==> config.mk <==
export PLATFORM = sky130hd
export DESIGN_NAME = dispatch_stage
export DESIGN_NICKNAME = d
export VERILOG_FILES = /design/src/rtl/dsp_pkg.sv /design/src/rtl/dsp_pick.sv /design/src/rtl/dsp_stats.sv /design/src/rtl/dsp_busreg.sv /design/src/rtl/dispatch_stage.sv
export SDC_FILE = /design/constraint.sdc
export NUM_CORES = 1
export LEC_CHECK = 0
export BUFFER_PORTS_ARGS = -buffer_cell sky130_fd_sc_hd__buf_2
export CAP_MARGIN = 0
export CELL_PAD_IN_SITES_DETAIL_PLACEMENT = 0
export CELL_PAD_IN_SITES_GLOBAL_PLACEMENT = 2
export CORE_MARGIN = 1.5
export CORE_UTILIZATION = 33
export CTS_CLUSTER_DIAMETER = 40
export DETAILED_ROUTE_END_ITERATION = 6
export PLACE_DENSITY_LB_ADDON = 0.1
export SYNTH_ARGS = -nofsm -noshare
export SYNTH_HDL_FRONTEND = slang
export SYNTH_HIERARCHICAL = 1
export SYNTH_SLANG_ARGS = --single-unit
==> constraint.sdc <==
create_clock -name clk -period 20.9 [get_ports clk]
set_input_delay 3.135 -clock clk [delete_from_list [all_inputs] [get_ports clk]]
set_output_delay 3.135 -clock clk [all_outputs]
set_load 0.03 [all_outputs]
==> src/rtl/dsp_pkg.sv <==
package dsp_pkg;
  localparam int TAG_W  = 8;
  localparam int UOP_W  = 3;
  localparam int NREG_W = 2;
  localparam int SCH_W  = 2;
  localparam int NCAUSE = 6;

  typedef struct packed {
    logic [TAG_W-1:0]  tag;
    logic [UOP_W-1:0]  uops;
    logic [NREG_W-1:0] nregs;
    logic [SCH_W-1:0]  sched;
    logic              is_ld;
    logic              is_st;
    logic              solo;
  } uop_grp_t;

  localparam int INSTR_W = $bits(uop_grp_t);

  typedef enum logic [2:0] {
    CS_REG = 3'd0,
    CS_ROB = 3'd1,
    CS_SCH = 3'd2,
    CS_LDQ = 3'd3,
    CS_STQ = 3'd4,
    CS_GRP = 3'd5
  } cause_e;
endpackage

==> src/rtl/dsp_pick.sv <==
module dsp_pick
  import dsp_pkg::*;
#(
  parameter int MAX_W  = 4,
  parameter int DEF_W  = 2,
  parameter int NSCH   = 3,
  parameter int FREE_W = 8,
  localparam int WSEL_W = $clog2(MAX_W + 1),
  localparam int ACC_W  = FREE_W + 4
) (
  input  logic [WSEL_W-1:0]        cfg_width,
  input  logic [FREE_W-1:0]        cfg_prf_size,
  input  logic [MAX_W-1:0]         in_valid,
  input  logic [MAX_W*INSTR_W-1:0] in_instr,
  input  logic [FREE_W-1:0]        rob_free,
  input  logic [FREE_W-1:0]        reg_free,
  input  logic [NSCH*FREE_W-1:0]   sched_free,
  input  logic [FREE_W-1:0]        lq_free,
  input  logic [FREE_W-1:0]        sq_free,
  output logic [WSEL_W-1:0]        take_n,
  output logic [MAX_W-1:0]         take_mask,
  output logic                     stall_v,
  output cause_e                   stall_c,
  output logic [ACC_W-1:0]         uop_sum
);
  logic [ACC_W-1:0] eff_w;

  always_comb begin
    if (cfg_width == '0)                   eff_w = ACC_W'(DEF_W);
    else if (cfg_width > WSEL_W'(MAX_W))   eff_w = ACC_W'(MAX_W);
    else                                   eff_w = ACC_W'(cfg_width);
  end

  always_comb begin
    logic [WSEL_W-1:0] acc_n;
    logic [ACC_W-1:0]  acc_u, acc_reg, acc_lq, acc_sq;
    logic [ACC_W-1:0]  acc_sch [NSCH];
    logic [ACC_W-1:0]  cur_sch, cur_free;
    logic              sch_hit, solo_prev, stop;
    logic              b_w, b_reg, b_rob, b_sch, b_lq, b_sq, b_grp;
    uop_grp_t          ins;

    acc_n     = '0;
    acc_u     = '0;
    acc_reg   = '0;
    acc_lq    = '0;
    acc_sq    = '0;
    solo_prev = 1'b0;
    stop      = 1'b0;
    take_mask = '0;
    stall_v   = 1'b0;
    stall_c   = CS_REG;
    for (int s = 0; s < NSCH; s++) acc_sch[s] = '0;

    for (int i = 0; i < MAX_W; i++) begin
      ins      = uop_grp_t'(in_instr[i*INSTR_W +: INSTR_W]);
      cur_sch  = '0;
      cur_free = '0;
      sch_hit  = 1'b0;
      for (int s = 0; s < NSCH; s++) begin
        if (ins.sched == SCH_W'(s)) begin
          cur_sch  = acc_sch[s];
          cur_free = ACC_W'(sched_free[s*FREE_W +: FREE_W]);
          sch_hit  = 1'b1;
        end
      end

      b_w   = (acc_n != '0) && ((acc_u + ACC_W'(ins.uops)) > eff_w);
      b_reg = (cfg_prf_size != '0) &&
              ((acc_reg + ACC_W'(ins.nregs)) > ACC_W'(reg_free));
      b_rob = (acc_u + ACC_W'(ins.uops)) > ACC_W'(rob_free);
      b_sch = !sch_hit || ((cur_sch + ACC_W'(ins.uops)) > cur_free);
      b_lq  = ins.is_ld && ((acc_lq + ACC_W'(1)) > ACC_W'(lq_free));
      b_sq  = ins.is_st && ((acc_sq + ACC_W'(1)) > ACC_W'(sq_free));
      b_grp = solo_prev || (ins.solo && (acc_n != '0));

      if (!stop) begin
        if (!in_valid[i] || b_w) begin
          stop = 1'b1;
        end else if (b_reg || b_rob || b_sch || b_lq || b_sq || b_grp) begin
          stop    = 1'b1;
          stall_v = 1'b1;
          if (b_reg)      stall_c = CS_REG;
          else if (b_rob) stall_c = CS_ROB;
          else if (b_sch) stall_c = CS_SCH;
          else if (b_lq)  stall_c = CS_LDQ;
          else if (b_sq)  stall_c = CS_STQ;
          else            stall_c = CS_GRP;
        end else begin
          take_mask[i] = 1'b1;
          acc_n        = acc_n + WSEL_W'(1);
          acc_u        = acc_u + ACC_W'(ins.uops);
          acc_reg      = acc_reg + ACC_W'(ins.nregs);
          if (ins.is_ld) acc_lq = acc_lq + ACC_W'(1);
          if (ins.is_st) acc_sq = acc_sq + ACC_W'(1);
          for (int s = 0; s < NSCH; s++)
            if (ins.sched == SCH_W'(s)) acc_sch[s] = acc_sch[s] + ACC_W'(ins.uops);
          solo_prev = ins.solo;
        end
      end
    end

    take_n  = acc_n;
    uop_sum = acc_u;
  end
endmodule

==> src/rtl/dsp_stats.sv <==
module dsp_stats
  import dsp_pkg::*;
#(
  parameter int MAX_W = 4,
  parameter int CNT_W = 16,
  parameter int ACC_W = 12
) (
  input  logic                       clk,
  input  logic                       rst,
  input  logic                       stall_v,
  input  cause_e                     stall_c,
  input  logic [ACC_W-1:0]           uop_sum,
  output logic [NCAUSE*CNT_W-1:0]    stall_cnt,
  output logic [(MAX_W+1)*CNT_W-1:0] hist_cnt
);
  localparam logic [CNT_W-1:0] CMAX = '1;
  localparam int NBIN = MAX_W + 1;

  logic [NBIN-1:0]   bin_hot;
  logic [NCAUSE-1:0] cause_hot;

  always_comb begin
    for (int b = 0; b < NBIN; b++) begin
      if (b == MAX_W) bin_hot[b] = (uop_sum >= ACC_W'(MAX_W));
      else            bin_hot[b] = (uop_sum == ACC_W'(b));
    end
    for (int k = 0; k < NCAUSE; k++)
      cause_hot[k] = stall_v && (stall_c == cause_e'(k));
  end

  genvar k;
  generate
    for (k = 0; k < NCAUSE; k++) begin : g_stall
      logic [CNT_W-1:0] cnt;
      always_ff @(posedge clk) begin
        if (rst)                            cnt <= '0;
        else if (cause_hot[k] && cnt != CMAX) cnt <= cnt + CNT_W'(1);
      end
      assign stall_cnt[k*CNT_W +: CNT_W] = cnt;
    end
    for (k = 0; k < NBIN; k++) begin : g_hist
      logic [CNT_W-1:0] cnt;
      always_ff @(posedge clk) begin
        if (rst)                          cnt <= '0;
        else if (bin_hot[k] && cnt != CMAX) cnt <= cnt + CNT_W'(1);
      end
      assign hist_cnt[k*CNT_W +: CNT_W] = cnt;
    end
  endgenerate
endmodule

==> src/rtl/dsp_busreg.sv <==
module dsp_busreg
  import dsp_pkg::*;
#(
  parameter int MAX_W = 4
) (
  input  logic                     clk,
  input  logic                     rst,
  input  logic [MAX_W-1:0]         take_mask,
  input  logic [MAX_W*INSTR_W-1:0] in_instr,
  output logic [MAX_W-1:0]         dsp_valid,
  output logic [MAX_W*INSTR_W-1:0] dsp_instr
);
  always_ff @(posedge clk) begin
    if (rst) dsp_valid <= '0;
    else     dsp_valid <= take_mask;
  end

  genvar g;
  generate
    for (g = 0; g < MAX_W; g++) begin : g_slot
      always_ff @(posedge clk) begin
        if (take_mask[g]) dsp_instr[g*INSTR_W +: INSTR_W] <= in_instr[g*INSTR_W +: INSTR_W];
      end
    end
  endgenerate
endmodule

==> src/rtl/dispatch_stage.sv <==
module dispatch_stage
  import dsp_pkg::*;
#(
  parameter int MAX_W  = 4,
  parameter int DEF_W  = 2,
  parameter int NSCH   = 3,
  parameter int FREE_W = 8,
  parameter int CNT_W  = 16,
  localparam int WSEL_W = $clog2(MAX_W + 1),
  localparam int ACC_W  = FREE_W + 4
) (
  input  logic                       clk,
  input  logic                       rst,
  input  logic [WSEL_W-1:0]          cfg_width,
  input  logic [FREE_W-1:0]          cfg_prf_size,
  input  logic [MAX_W-1:0]           in_valid,
  input  logic [MAX_W*INSTR_W-1:0]   in_instr,
  output logic [WSEL_W-1:0]          in_take,
  input  logic [FREE_W-1:0]          rob_free,
  input  logic [FREE_W-1:0]          reg_free,
  input  logic [NSCH*FREE_W-1:0]     sched_free,
  input  logic [FREE_W-1:0]          lq_free,
  input  logic [FREE_W-1:0]          sq_free,
  output logic [MAX_W-1:0]           dsp_valid,
  output logic [MAX_W*INSTR_W-1:0]   dsp_instr,
  output logic [NCAUSE*CNT_W-1:0]    stall_cnt,
  output logic [(MAX_W+1)*CNT_W-1:0] hist_cnt
);
  logic [MAX_W-1:0] take_mask;
  logic             stall_v;
  cause_e           stall_c;
  logic [ACC_W-1:0] uop_sum;

  dsp_pick #(.MAX_W(MAX_W), .DEF_W(DEF_W), .NSCH(NSCH), .FREE_W(FREE_W)) u_pick (
    .cfg_width(cfg_width), .cfg_prf_size(cfg_prf_size),
    .in_valid(in_valid), .in_instr(in_instr),
    .rob_free(rob_free), .reg_free(reg_free), .sched_free(sched_free),
    .lq_free(lq_free), .sq_free(sq_free),
    .take_n(in_take), .take_mask(take_mask),
    .stall_v(stall_v), .stall_c(stall_c), .uop_sum(uop_sum)
  );

  dsp_stats #(.MAX_W(MAX_W), .CNT_W(CNT_W), .ACC_W(ACC_W)) u_stats (
    .clk(clk), .rst(rst), .stall_v(stall_v), .stall_c(stall_c),
    .uop_sum(uop_sum), .stall_cnt(stall_cnt), .hist_cnt(hist_cnt)
  );

  dsp_busreg #(.MAX_W(MAX_W)) u_bus (
    .clk(clk), .rst(rst), .take_mask(take_mask), .in_instr(in_instr),
    .dsp_valid(dsp_valid), .dsp_instr(dsp_instr)
  );
endmodule

Word-level counts from Yosys, hierarchy flattened
Index checks and enable logic that the tools add are counted.
{"block": "word_totals", "ff_bits": 252, "word_cells": 357, "out_inout_bits": 255}
{"block": "op_classes", "magnitude_cmp": 25, "n_eq_ne": 27, "reduce_logical": 82, "muxes": 172, "n_addsub": 35}
{"operator": "2-to-1 mux 12 bit", "count": 55}
{"operator": "2-to-1 mux 36 bit", "count": 8}
{"operator": "> comparator 12 x 8 -> 1 bit", "count": 15}
{"operator": "adder 16 x 1 -> 16 bit (second input constant)", "count": 11}
{"operator": "!= test 16 bit (second input constant)", "count": 11}
{"operator": "adder 12 x 3 -> 12 bit", "count": 12}
{"operator": "2-to-1 mux 3 bit", "count": 42}
{"operator": "2-to-1 mux 8 bit", "count": 10}
{"operator": "adder 12 x 1 -> 12 bit (second input constant)", "count": 6}
{"operator": "2-to-1 mux 1 bit", "count": 56}
{"operator": "adder 12 x 2 -> 12 bit", "count": 3}
{"operator": "> comparator 12 bit", "count": 3}
{"operator": "logical AND 1 bit", "count": 35}
{"operator": "logical OR 1 bit", "count": 29}
{"operator": "== test 12 x 2 -> 1 bit (second input constant)", "count": 2}
{"operator": "> comparator 1 x 8 -> 1 bit (first input constant)", "count": 2}
{"operator": "== test 12 x 1 -> 1 bit (second input constant)", "count": 1}
{"operator": ">= comparator 12 x 3 -> 1 bit (second input constant)", "count": 1}
{"operator": "> comparator 3 x 12 -> 1 bit", "count": 1}
{"operator": "logical NOT 12 bit", "count": 1}
{"operator": "adder 3 x 1 -> 3 bit (second input constant)", "count": 3}
{"operator": "nonzero test 3 bit", "count": 3}
{"operator": "== test 2 x 1 -> 1 bit (second input constant)", "count": 4}
{"operator": "== test 2 bit (second input constant)", "count": 4}
{"operator": "other kinds (11)", "count": 23}

Longest topological paths before layout
Gate-level depths: netlist of run 1.
{"block": "depth", "depth_word": 53, "depth_mapped": 69, "depth_no_buf": 61}

Cells and area by module
The synthesis of run 1 kept the hierarchy.
{"module": "dsp_stats", "instances": 1, "cells_per_inst": 1021, "area_per_inst_um2": 8749.6}
{"module": "dsp_pick", "instances": 1, "cells_per_inst": 838, "area_per_inst_um2": 6087.1}
{"module": "dsp_busreg", "instances": 1, "cells_per_inst": 80, "area_per_inst_um2": 2267.2}

Worst setup path before layout of run 1
No wires, ideal clock.
{"block": "synth_timing", "kind": "input to output", "from": "in in_instr[4]", "to": "out in_take[2]", "path_buffers": 6, "slack_ns": 1.488, "arrival_time_ns": 16.277, "cell_stages": 55, "cell_sequence": "buf_2 nor2b_1 clkbuf_1 a21oi_1 ha_1 nor2b_1 o21a_1 o211ai_1 o211a_2 nand2_1 inv_1 clkbuf_1 and3_1 ha_1 inv_1 fa_1 inv_1 ha_1 [... 19 more ...] or3_1 buf_2 clkinv_2 buf_2 buf_2 a21o_1 ha_1 fa_1 a21oi_1 nor2_1 ha_1 a2111oi_0 a211oi_1 a21oi_1 nand4_1 a2111oi_4 o211ai_1 a2111oi_0"}
{"block": "synth_between", "elab_chain_cells": 50, "elab_cells_between_ends": 188, "cone_classes": "add/sub: 24; order compare: 19; eq/ne: 2; mux: 95; reduce/logical: 48"}
{"element": "start, declared", "line": "dispatch_stage.sv:17", "text": "input logic [MAX_W*INSTR_W-1:0] in_instr,"}
{"element": "logical NOT 2 bit", "line": "dsp_pick.sv:61, dsp_pick.sv:97"}
{"element": "2-to-1 mux 8 bit / 2-to-1 mux 1 bit (equally long branches)", "line": "dsp_pick.sv:61", "text": "if (ins.sched == SCH_W'(s)) begin"}
{"element": "2-to-1 mux 12 bit / 2-to-1 mux 1 bit (equally long branches) (2 in series)", "line": "dsp_pick.sv:61"}
{"element": "> comparator 3 x 12 -> 1 bit / logical NOT 1 bit (equally long branches)", "line": "dsp_pick.sv:72", "text": "b_sch = !sch_hit || ((cur_sch + ACC_W'(ins.uops)) > cur_free);"}
{"element": "logical OR 1 bit", "line": "dsp_pick.sv:72"}
{"element": "logical OR 1 bit (3 in series)", "line": "dsp_pick.sv:80", "text": "end else if (b_reg || b_rob || b_sch || b_lq || b_sq || b_grp) begin"}
{"element": "2-to-1 mux 36 bit", "line": "dsp_pick.sv:80"}
{"element": "2-to-1 mux 36 bit", "line": "dsp_pick.sv:78", "text": "if (!in_valid[i] || b_w) begin"}
{"element": "[... 26 more ...]"}
{"element": "2-to-1 mux 12 bit (3 in series)", "line": "dsp_pick.sv:61"}
{"element": "adder 12 x 3 -> 12 bit", "line": "dsp_pick.sv:72"}
{"element": "> comparator 12 x 8 -> 1 bit", "line": "dsp_pick.sv:72"}
{"element": "logical OR 1 bit", "line": "dsp_pick.sv:72"}
{"element": "logical OR 1 bit (4 in series)", "line": "dsp_pick.sv:80"}
{"element": "2-to-1 mux 3 bit", "line": "dsp_pick.sv:80"}
{"element": "2-to-1 mux 3 bit", "line": "dsp_pick.sv:78"}
{"element": "2-to-1 mux 3 bit *", "line": "dsp_pick.sv:77", "text": "if (!stop) begin"}
{"element": "end, declared", "line": "dispatch_stage.sv:18", "text": "output logic [WSEL_W-1:0] in_take,"}
Mark *: on every way between the ends. The rest lies on a longest branch, timed or not.

Worst setup path after layout of run 1
Same ends and word-level chain as after synthesis.

==> results of run 1 <==
Yosys cell counts (all sizes together) (7+ instances only):
| master | instances |
|---|---|
| nor2 | 236 |
| dfxtp | 180 |
| ha | 141 |
| nand2 | 115 |
| xnor2 | 115 |
| inv | 94 |
| a21oi | 92 |
| nand3 | 91 |
| edfxtp | 72 |
| o21ai | 64 |
| nand4 | 63 |
| nor3 | 61 |
| nor4 | 48 |
| xor2 | 47 |
| clkbuf | 45 |
| nor2b | 41 |
| mux2i | 40 |
| and3 | 30 |
| buf | 30 |
| or3 | 27 |
| a211oi | 26 |
| and4 | 24 |
| o211ai | 20 |
| a21o | 18 |
| a2111oi | 17 |
| and2 | 15 |
| fa | 15 |
| nor4b | 14 |
| nor3b | 12 |
| mux2 | 11 |
| or4 | 11 |
| nand2b | 10 |
| o21a | 10 |
| or2 | 9 |
| o2111ai | 8 |
| o31ai | 8 |
| a31oi | 7 |
| nand3b | 7 |
logic make-up (layout without fill, tap and decap cells):
family	Yosys count	count (layout)	share of synthesized area (%)
AO/OA/AOI/OAI	316	316	12.76
XOR/XNOR	162	162	8.296
adder cells (fa/ha/maj)	156	156	12.07
buffers and inverters	170	605	4.096
flip-flops	252	252	33.71
multiplexers	51	51	3.065
other	1	9	0.02192
AND/OR/NAND/NOR	831	831	25.98
worst max-delay path, delay by kind of cell:
family                     cells  cell delay [ps]
and+or+nand+nor               14             3640
muxes                          3              800
adders and majority gates      9             2870
buffers and inverters          6              880
xor gates and xnor gates       1              180
AOI/OAI and AO/OA             19             5060
routing by layer:
metal | share of wire, % | track usage, % | vias up | wire length (microns)
met5 | 0.021 | 0 | - | 12
met4 | 2.4 | 6.005 | 2 | 1375
met3 | 6.2 | 4.385 | 89 | 3568
met2 | 44 | 33.66 | 447 | 25620
met1 | 47 | 28.61 | 7607 | 27040
li1 | - | - | 7904 | -
through the flow:
stage | area [sq um] | power [W] | cells | worst slack (ps)
after floorplan | 17130 | 0.0006495 | 1947 | 1488
after global placement | 19760 | 0.0007156 | 2965 | 1518
after detailed placement | 19760 | 0.0007187 | 2965 | 1038
after CTS | 21630 | 0.001607 | 3062 | 989.0
after global routing | 21630 | 0.001654 | 3062 | 60.84
final | 21630 | 0.001586 | 3062 | 1164
power by group:
group	internal [W]	total, W	switching, W
Combinational	0.0000713	0.000198	0.000127
Clock	0.000579	0.000875	0.000296
Sequential	0.000510	0.000513	0.00000302
Total	0.00116	0.00159	0.000426
final timing paths:
path	slack (ps)	start	end
setup / recovery	1160	in_instr[4]	in_take[2]
hold reg to reg	510	u_stats/g_stall[4].cnt[7]$_SDFFE_PP0P_	u_stats/g_stall[4].cnt[7]$_SDFFE_PP0P_
setup reg to reg	18420	u_stats/g_hist[0].cnt[4]$_SDFFE_PP0P_	u_stats/g_hist[0].cnt[15]$_SDFFE_PP0P_
hold / removal	510	u_stats/g_stall[4].cnt[7]$_SDFFE_PP0P_	u_stats/g_stall[4].cnt[7]$_SDFFE_PP0P_
state kept, by name (all words and copies together) (netlist names):
name,cells
u_bus/dsp_instr,72
u_bus/dsp_valid,4
u_stats/g_hist.cnt,80
u_stats/g_stall.cnt,96
timing repair:
item	in CTS	in global routing
hold buffers	0	0
endpoints found under the setup margin	0	1
resized for setup	0	1
final cells by class:
type / count / area (sq um) / area share (%)
Multi-Input combinational cell: 1525 / 10680 / 49.38
Sequential cell: 252 / 5766 / 26.65
Timing Repair Buffer: 413 / 2108 / 9.746
Clock buffer: 64 / 1398 / 6.460
Tap cell: 680 / 850.8 / 3.933
Clock inverter: 33 / 471.7 / 2.180
Inverter: 95 / 357.8 / 1.654
==> qor.yml, run 1 <==
logic_synthesis:
  ys_seq_elements: 252
  synth-seq-area-share_pct: 33.71
  yosys_warnings: 6
  synth_cell_type_count: 93
  synth_enable_flop_cells: 72
  async_flop_share_pct: 0
  synthCells: 1939
  avgSynthCellArea_sq_um: 8.821
  netlist_area_sq_um: 17100
  synth_ff_type: "dfxtp_1"
  yosys-top-cells-area: "dfxtp_1, edfxtp_1, ha_1"
  synth_top_area_share_pct: 21.07
  yosysTopAreaCell: "dfxtp_1"
global_route:
  grt_pass1_wl_microns: 88780
  antenna_found_initial: 4
  overflow: 0
  grt_usage_pct: 21.08
  grt_max_degree: 106
  grt_pass1_vias: 15510
sta:
  setup_tns_ps: 0
  rsz0062_at_grt: "no"
  fmaxAchievable_ghz: 0.05067
  timing_max_transition_violations_final: 0
  fin_crit_sh_pct: 94.43
  skew_ps: 32.06
  tightest_slew_ps: 1191
  max_slew_margin_pct: 20.54
  min_period_ps: 19740
  setup_viol: 0
  hold_slack_ps: 505.9
  finalHoldViolCount: 0
worst_setup_path:
  slowest_stage: "a221oi_2"
  critPathRequiredTime_ps: 17770
  cpPeakStageDelay_ps: 650
  worst-path-max-fanout: 11
  arrival_ps: 16600
  r2r.worst_path.cells: 5
  worst_path_most_repeated_cell: "ha_1"
  cp-end-kind: "primary output"
  criticalPathCategory: "in -> out"
  crit_path_start_kind: "input pin"
detailed_routing:
  routed_wl_microns: 57620
  dr.pass1.iters: 6
  post_drt_wl_per_cell_microns: 18.82
  vias: 16050
  drc: 0
  detail_route.iter0.violations: 916
  ant_nets: 0
  via_per_inst: 5.241
layout:
  antenna_cells: 0
  final_util_pct: 42.17
  syn_to_final_growth_pct: 26.48
  final_common_cell: "buf_2"
  final_nets: 2641
  n_fill_cell: 5304
  final_cell_mix: "buf_2, nor2_1, dfxtp_1, ha_1"
  drive_gt1_share_pct: 23.64
clock_tree:
  postCtsSetupRepairBufs: 0
  clock_path_buffers: 3
  clk_latency_ps: 600
  cts_root_buf: "clkbuf_16"
  path_clk_slew_ps: 50
  cts_tree: "built"
  htreeDepth: 2
  cts_buffers: 53
  clkSinkCount: 252
outcome:
  status: "complete, no violations"
min_path:
  min_path_type: "reg -> reg"
  hold-path-cell-count: 2
power:
  leakage_nw: 8.990
  ir_drop_mv: 0.06085
  powerDensity_nw_per_um2: 73.31
die:
  start_util_pct: 33.34
  core_area_sq_um: 51300
  ios: 400
  die_area_sq_um: 53200
  die_w_microns: 230.7
  die_y_microns: 230.7
  row_count: 83
placement:
  post-dp-hpwl_microns: 44200
  place_congestion: 0.8932
  io_buffers: 399
run:
  drv_cap: 0
(Power assumes the default switching activity.)
==> run 2, diff against run 1 <==
clock period = 19.77 ns   (was 20.9 ns; I/O delays follow)
==> run 2 against run 1 <==
Effect of this change: count of clock-buffer cells in the layout rose by 3; combinational power up 8%; clock power up 3.3%; first-iteration DRC count increased by 0.76%; largest cell class unchanged; sequential power is 5.7% higher; critical path depth fell by 2; final cell count increased by 0.20%.
==> qor.yml, run 2 (synthesized netlist as in run 1, its figures left out) <==
layout:
  largest_reg_flops: 96  # unchanged
  final_nets: 2645  # was 2,641
  reg.largest.list: "u_stats/g_stall.cnt x96, u_stats/g_hist.cnt x80, u_bus/dsp_instr x72"  # unchanged
  regMostFlops: "u_stats/g_stall.cnt"  # unchanged
  syn_to_final_growth_pct: 26.77  # was 26.48%
  final_common_cell: "buf_2"  # unchanged
  final_cell_mix: "buf_2, nor2_1, dfxtp_1, ha_1"  # unchanged
  final_cell_count_no_fill: 3068  # was 3,062
  drive_gt1_share_pct: 24.05  # was 23.64%
die:
  row_count: 83  # unchanged
  ios: 400  # unchanged
  die_w_microns: 230.7  # unchanged
  die_area_sq_um: 53200  # unchanged
  die_y_microns: 230.7  # unchanged
  start_util_pct: 33.34  # unchanged
  core_area_sq_um: 51300  # unchanged
worst_setup_path:
  arrival_ps: 15830  # was 16,600 ps
  criticalPathCategory: "in -> out"  # unchanged
  cp-end-kind: "primary output"  # unchanged
  r2r.worst_path.cells: 6  # was 5
  worst-path-max-fanout: 17  # was 11
  worst_path_most_repeated_cell: "ha_1"  # unchanged
  crit_buf_inv: 5  # was 6
  crit_path_start_kind: "input pin"  # unchanged
  r2r_start: "u_stats/g_stall[4].cnt[0]$_SDFFE_PP0P_"  # was u_stats/g_hist[0].cnt[4]$_SDFFE_PP0P_
  slowest_stage: "nor3_1"  # was a221oi_2
  rrSetupSlack_ps: 17390  # was 18,420 ps
  r2r-end: "u_stats/g_stall[4].cnt[1]$_SDFFE_PP0P_"  # was u_stats/g_hist[0].cnt[15]$_SDFFE_PP0P_
  cp_top_family: "compound AO/OA/AOI/OAI gates"  # unchanged
  critPathRequiredTime_ps: 16800  # was 17,770 ps
  cpPeakStageDelay_ps: 510  # was 650 ps
run:
  drv_cap: 0  # unchanged
clock_tree:
  clock_path_buffers: 3  # unchanged
  htreeDepth: 2  # unchanged
  postCtsSetupRepairBufs: 0  # unchanged
  cts_root_buf: "clkbuf_16"  # unchanged
  hold_buffers: 0  # unchanged
  cts_tree: "built"  # unchanged
  clkSinkCount: 252  # unchanged
  post_cts_resized: 0  # unchanged
  clk_latency_ps: 600  # about the same
  path_clk_slew_ps: 50  # about the same
  cts_buffers: 53  # unchanged
sta:
  min_period_ps: 18790
  fmaxAchievable_ghz: 0.05322
  setup_viol: 0  # unchanged
  setup_tns_ps: 0  # unchanged
  skew_ps: 23.42  # was 32.06 ps
  rsz0062_at_grt: "no"  # unchanged
  fin_ws_ps: 978.5  # was 1164 ps
  hold_slack_ps: 509.1  # was 505.9 ps
  fin_crit_sh_pct: 95.05
  tightest_slew_ps: 1146  # was 1191 ps
  finalHoldViolCount: 0  # unchanged
  timing_max_transition_violations_final: 0  # unchanged
  max_slew_margin_pct: 23.50  # was 20.54%
outcome:
  status: "complete, no violations"  # unchanged
global_route:
  grt_max_degree: 78  # was 106
  grt_usage_pct: 21.17  # was 21.08%
  antenna_found_initial: 4  # unchanged
  overflow: 0  # unchanged
  grt_pass1_wl_microns: 89100  # was 88,780 microns
  grt_pass1_vias: 15480  # was 15,510
placement:
  post-dp-hpwl_microns: 44710  # was 44,200 microns
  place_congestion: 0.8953  # was 0.8932
  io_buffers: 399  # unchanged
  placed_cells_incl_taps: 2969  # was 2,965
  pre_cts_slack_ps: 326.3  # was 1038 ps
detailed_routing:
  drc: 0  # unchanged
  via_per_inst: 5.243  # was 5.241
  dr.pass1.iters: 5  # was 6
  ant_nets: 0  # unchanged
  post_drt_wl_per_cell_microns: 18.92  # was 18.82 microns
  detail_route.iter0.violations: 923  # was 916
  routed_wl_microns: 58050  # was 57,620 microns
  vias: 16090  # was 16,050
power:
  ir_drop_mv: 0.06712  # was 0.06085 mV
  powerDensity_nw_per_um2: 76.50  # was 73.31 nW/um^2
  leakage_nw: 9.041  # was 8.990 nW
min_path:
  min_to: "u_stats/g_stall[4].cnt[7]$_SDFFE_PP0P_"  # unchanged
  min_path_type: "reg -> reg"  # unchanged
  hold-path-cell-count: 2  # unchanged
  min_from: "u_stats/g_stall[4].cnt[7]$_SDFFE_PP0P_"  # unchanged
## run 2: changes by cell type in the layout (fill, tap and decap cells not counted), moves of 2 or more
cell        change
bufinv_16       -4
clkbuf_8        +4
clkinv_2        +4
clkinvlp_4      -4
buf_4           +3
clkbuf_1        -3
clkbuf_16       +2
clkinv_1        +2
clkinv_4        -2
nor4_2          -2
nor4_4          +2
## run 2: final cells by class
cell class / count / area [sq um]
Sequential cell: 252 / 5766
Clock buffer: 67 / 1491
Tap cell: 680 / 850.8
Antenna cell: 1 / 2.502
Fill cell: 5264 / 29620
Timing Repair Buffer: 417 / 2142
Inverter: 95 / 357.8
Clock inverter: 31 / 352.8
Multi-Input combinational cell: 1525 / 10720
## run 2: worst max path at each step
stage / from / end / slack (ps) / cells past startpoint
2_1_floorplan: in_instr[4] / in_take[2] / 700 / 55
3_3_place_gp: in_instr[4] / in_take[2] / 920 / 55
3_5_place_dp: in_instr[4] / in_take[2] / 330 / 55
4_1_cts: in_instr[4] / in_take[2] / 310 / 55
5_1_grt: in_instr[4] / in_take[1] / 40 / 57
6_report: in_instr[4] / in_take[1] / 980 / 50
## run 2: worst min-delay path, stage by stage, from the launching register on
cell     delay, ps
dfxtp_1        330
o31ai_1         70
a21oi_1         60
## run 2: metrics by stage
step | area (sq um) | total power (W) | util [%]
6_report | 21680 | 0.001659 | 42.27
3_3_place_gp | 19790 | 0.0007583 | 38.58
4_1_cts | 21640 | 0.001680 | 42.18
2_1_floorplan | 17130 | 0.0006866 | -
3_5_place_dp | 19790 | 0.0007617 | 38.58
5_1_grt | 21680 | 0.001733 | 42.27
## run 2: per-layer routing
metal	part of all wire (%)	GRT usage, %
met3	6.2	4.545
met1	47	28.73
met5	0.014	0
met2	45	33.79
met4	2.1	5.882
## run 2: where the power goes
group	total (W)	switching (W)	internal, W
Combinational	0.000213	0.000136	0.0000766
Clock	0.000904	0.000314	0.000591
Sequential	0.000542	0.00000312	0.000539
Total	0.00166	0.000453	0.00121
==> run 3, diff against run 2 <==
CAP_MARGIN = 20   (was 0)
CORE_UTILIZATION = 29   (was 33)
SLEW_MARGIN = 20   (was default)
clock period = 15.6 ns   (was 19.77 ns; I/O delays follow)
==> run 3 against run 2 <==
Effect of this change: critical path depth increased by 5; wire length increased by 7.0%; worst setup slack got worse by 990 ps; the flow now finishes with violations (setup timing); first-iteration DRC count is 5.7% lower; register-to-register slack worse by 4200 ps; largest cell class unchanged; clock power grew 33%; via count is 2.6% higher; die area up 14%; critical endpoint is now in_take[2]; count of clock-buffer cells in the layout grew 1; sequential power grew 27%.
==> qor.yml, run 3 (synthesized netlist as in run 1, its figures left out) <==
worst_setup_path:
  cpPeakStageDelay_ps: 410  # was 510 ps
  r2r.worst_path.cells: 6  # unchanged
  worst-path-max-fanout: 5  # was 17
  criticalPathCategory: "in -> out"  # unchanged
  crit_path_start_kind: "input pin"  # unchanged
  slowest_stage: "a2111oi_4"  # was nor3_1
  worst_path_most_repeated_cell: "buf_4"  # was ha_1
  arrival_ps: 13280  # was 15,830 ps
  cp-end-kind: "primary output"  # unchanged
  critPathRequiredTime_ps: 13260  # was 16,800 ps
layout:
  final_util_pct: 40.04  # was 42.27%
  final_nets: 2766  # was 2,645
  drive_gt1_share_pct: 30.02  # was 24.05%
  largest_reg_flops: 96  # unchanged
  regMostFlops: "u_stats/g_stall.cnt"  # unchanged
  final_cell_mix: "buf_2, nor2_1, dfxtp_1, ha_1, buf_4"  # was buf_2, nor2_1, dfxtp_1, ha_1
  syn_to_final_growth_pct: 35.83  # was 26.77%
  register_area_sq_um: 5766  # unchanged
  final_common_cell: "buf_2"  # unchanged
  multiInputGateArea_sq_um: 11110  # was 10,720 sq um
  reg.largest.list: "u_stats/g_stall.cnt x96, u_stats/g_hist.cnt x80, u_bus/dsp_instr x72"  # unchanged
  n_fill_cell: 5941  # was 5,264
sta:
  rsz0062_at_grt: "yes"  # was no
  hold_slack_ps: 519.5  # was 509.1 ps
  max_slew_margin_pct: 27.45  # was 23.50%
  fmaxAchievable_ghz: 0.06404
  setup_viol: 1  # was 0
  setup_tns_ps: -15.32  # was 0 ps
  min_period_ps: 15620
  tightest_slew_ps: 1079  # was 1146 ps
  skew_ps: 49.46  # was 23.42 ps
  fin_crit_sh_pct: 100.1
  fin_ws_ps: -15.32  # was 978.5 ps
  timing_max_transition_violations_final: 0  # unchanged
  finalHoldViolCount: 0  # unchanged
global_route:
  antenna_found_initial: 3  # was 4
  overflow: 0  # unchanged
  grt_pass1_wl_microns: 95210  # was 89,100 microns
  grt_max_degree: 93  # was 78
  grt_usage_pct: 20.09  # was 21.17%
  grt_pass1_vias: 16200  # was 15,480
power:
  power_w: 0.002209  # was 0.001659 W
  ir_drop_mv: 0.08736  # was 0.06712 mV
  powerDensity_nw_per_um2: 95.10  # was 76.50 nW/um^2
  leakage_nw: 9.788  # was 9.041 nW
die:
  die_w_microns: 245.9  # was 230.7 microns
  start_util_pct: 29.48  # was 33.34%
  die_area_sq_um: 60440  # was 53,200 sq um
  row_count: 88  # was 83
  die_y_microns: 245.9  # was 230.7 microns
  core_area_sq_um: 58030  # was 51,300 sq um
  ios: 400  # unchanged
placement:
  io_buffers: 399  # unchanged
  post-dp-hpwl_microns: 48010  # was 44,710 microns
  place_congestion: 0.8673  # was 0.8953
  pre_cts_slack_ps: -469.4  # was 326.3 ps
clock_tree:
  hold_buffers: 0  # unchanged
  clk_latency_ps: 620  # was 600 ps
  cts_root_buf: "clkbuf_16"  # unchanged
  clkSinkCount: 252  # unchanged
  cts_tree: "built"  # unchanged
  htreeDepth: 2  # unchanged
  cts_buffers: 55  # was 53
  path_clk_slew_ps: 50  # about the same
  clock_path_buffers: 3  # unchanged
detailed_routing:
  detail_route.iter0.violations: 870  # was 923
  via_per_inst: 5.033  # was 5.243
  post_drt_wl_per_cell_microns: 18.95  # was 18.92 microns
  vias: 16500  # was 16,090
  drc: 0  # unchanged
  ant_nets: 0  # unchanged
  dr.pass1.iters: 6  # was 5
  routed_wl_microns: 62110  # was 58,050 microns
min_path:
  min_path_type: "reg -> reg"  # unchanged
  hold-path-cell-count: 2  # unchanged
outcome:
  status: "finished with violations"  # was complete, no violations
  violations: "setup timing"
run:
  drv_cap: 0  # unchanged
## run 3: timing repair
| item | 4_1_cts | 5_1_grt |
|---|---|---|
| endpoints found under the setup margin | 3 | 3 |
| pin swaps | 36 | 37 |
| gates resized for setup | 48 | 43 |
| setup buffers | 8 | 7 |
| hold endpoints to repair | 0 | 0 |
## run 3: path summary, 6_finish.rpt
check                                    startpoint                                endpoint  slack [ps]
max reg2reg  u_stats/g_stall[4].cnt[0]$_SDFFE_PP0P_  u_stats/g_stall[4].cnt[1]$_SDFFE_PP0P_       13230
max                                     in_instr[3]                              in_take[2]         -20
min          u_stats/g_stall[4].cnt[7]$_SDFFE_PP0P_  u_stats/g_stall[4].cnt[7]$_SDFFE_PP0P_         520
min reg2reg  u_stats/g_stall[4].cnt[7]$_SDFFE_PP0P_  u_stats/g_stall[4].cnt[7]$_SDFFE_PP0P_         520
## run 3: routing by layer
layer | global-route usage (%) | vias to the layer above | part of all wire, %
li1 | - | 8155 | -
met1 | 27.45 | 7864 | 47
met2 | 32.10 | 395 | 46
met3 | 3.765 | 79 | 5.1
met4 | 5.666 | 6 | 2.3
met5 | 0 | - | 0.058
## run 3: cell type report
class | count | area share, %
Multi-Input combinational cell | 1525 | 47.80
Sequential cell | 252 | 24.82
Timing Repair Buffer | 536 | 13.29
Clock buffer | 68 | 6.479
Tap cell | 765 | 4.120
Clock inverter | 36 | 1.923
Inverter | 95 | 1.556
Antenna cell | 1 | 0.01077
## run 3: worst max-delay path, delay by kind of cell
| kind | cells | cell delay [ps] |
|---|---|---|
| buf+inv | 9 | 1150 |
| fa+ha+maj | 8 | 2130 |
| compound gates | 21 | 4390 |
| simple gates | 13 | 2290 |
| mux | 4 | 930 |
## run 3: report_power, final
group          internal, W  total (W)  switching [W]
logic             0.000134   0.000324       0.000190
clock network     0.000790    0.00120       0.000408
registers         0.000683   0.000687     0.00000411
## run 3: through the flow
step	instances	area (sq um)
global placement	3158	20780
detailed placement	3158	20780
CTS	3270	22980
global route	3277	23230
finish	3278	23230
floorplan	1947	17250
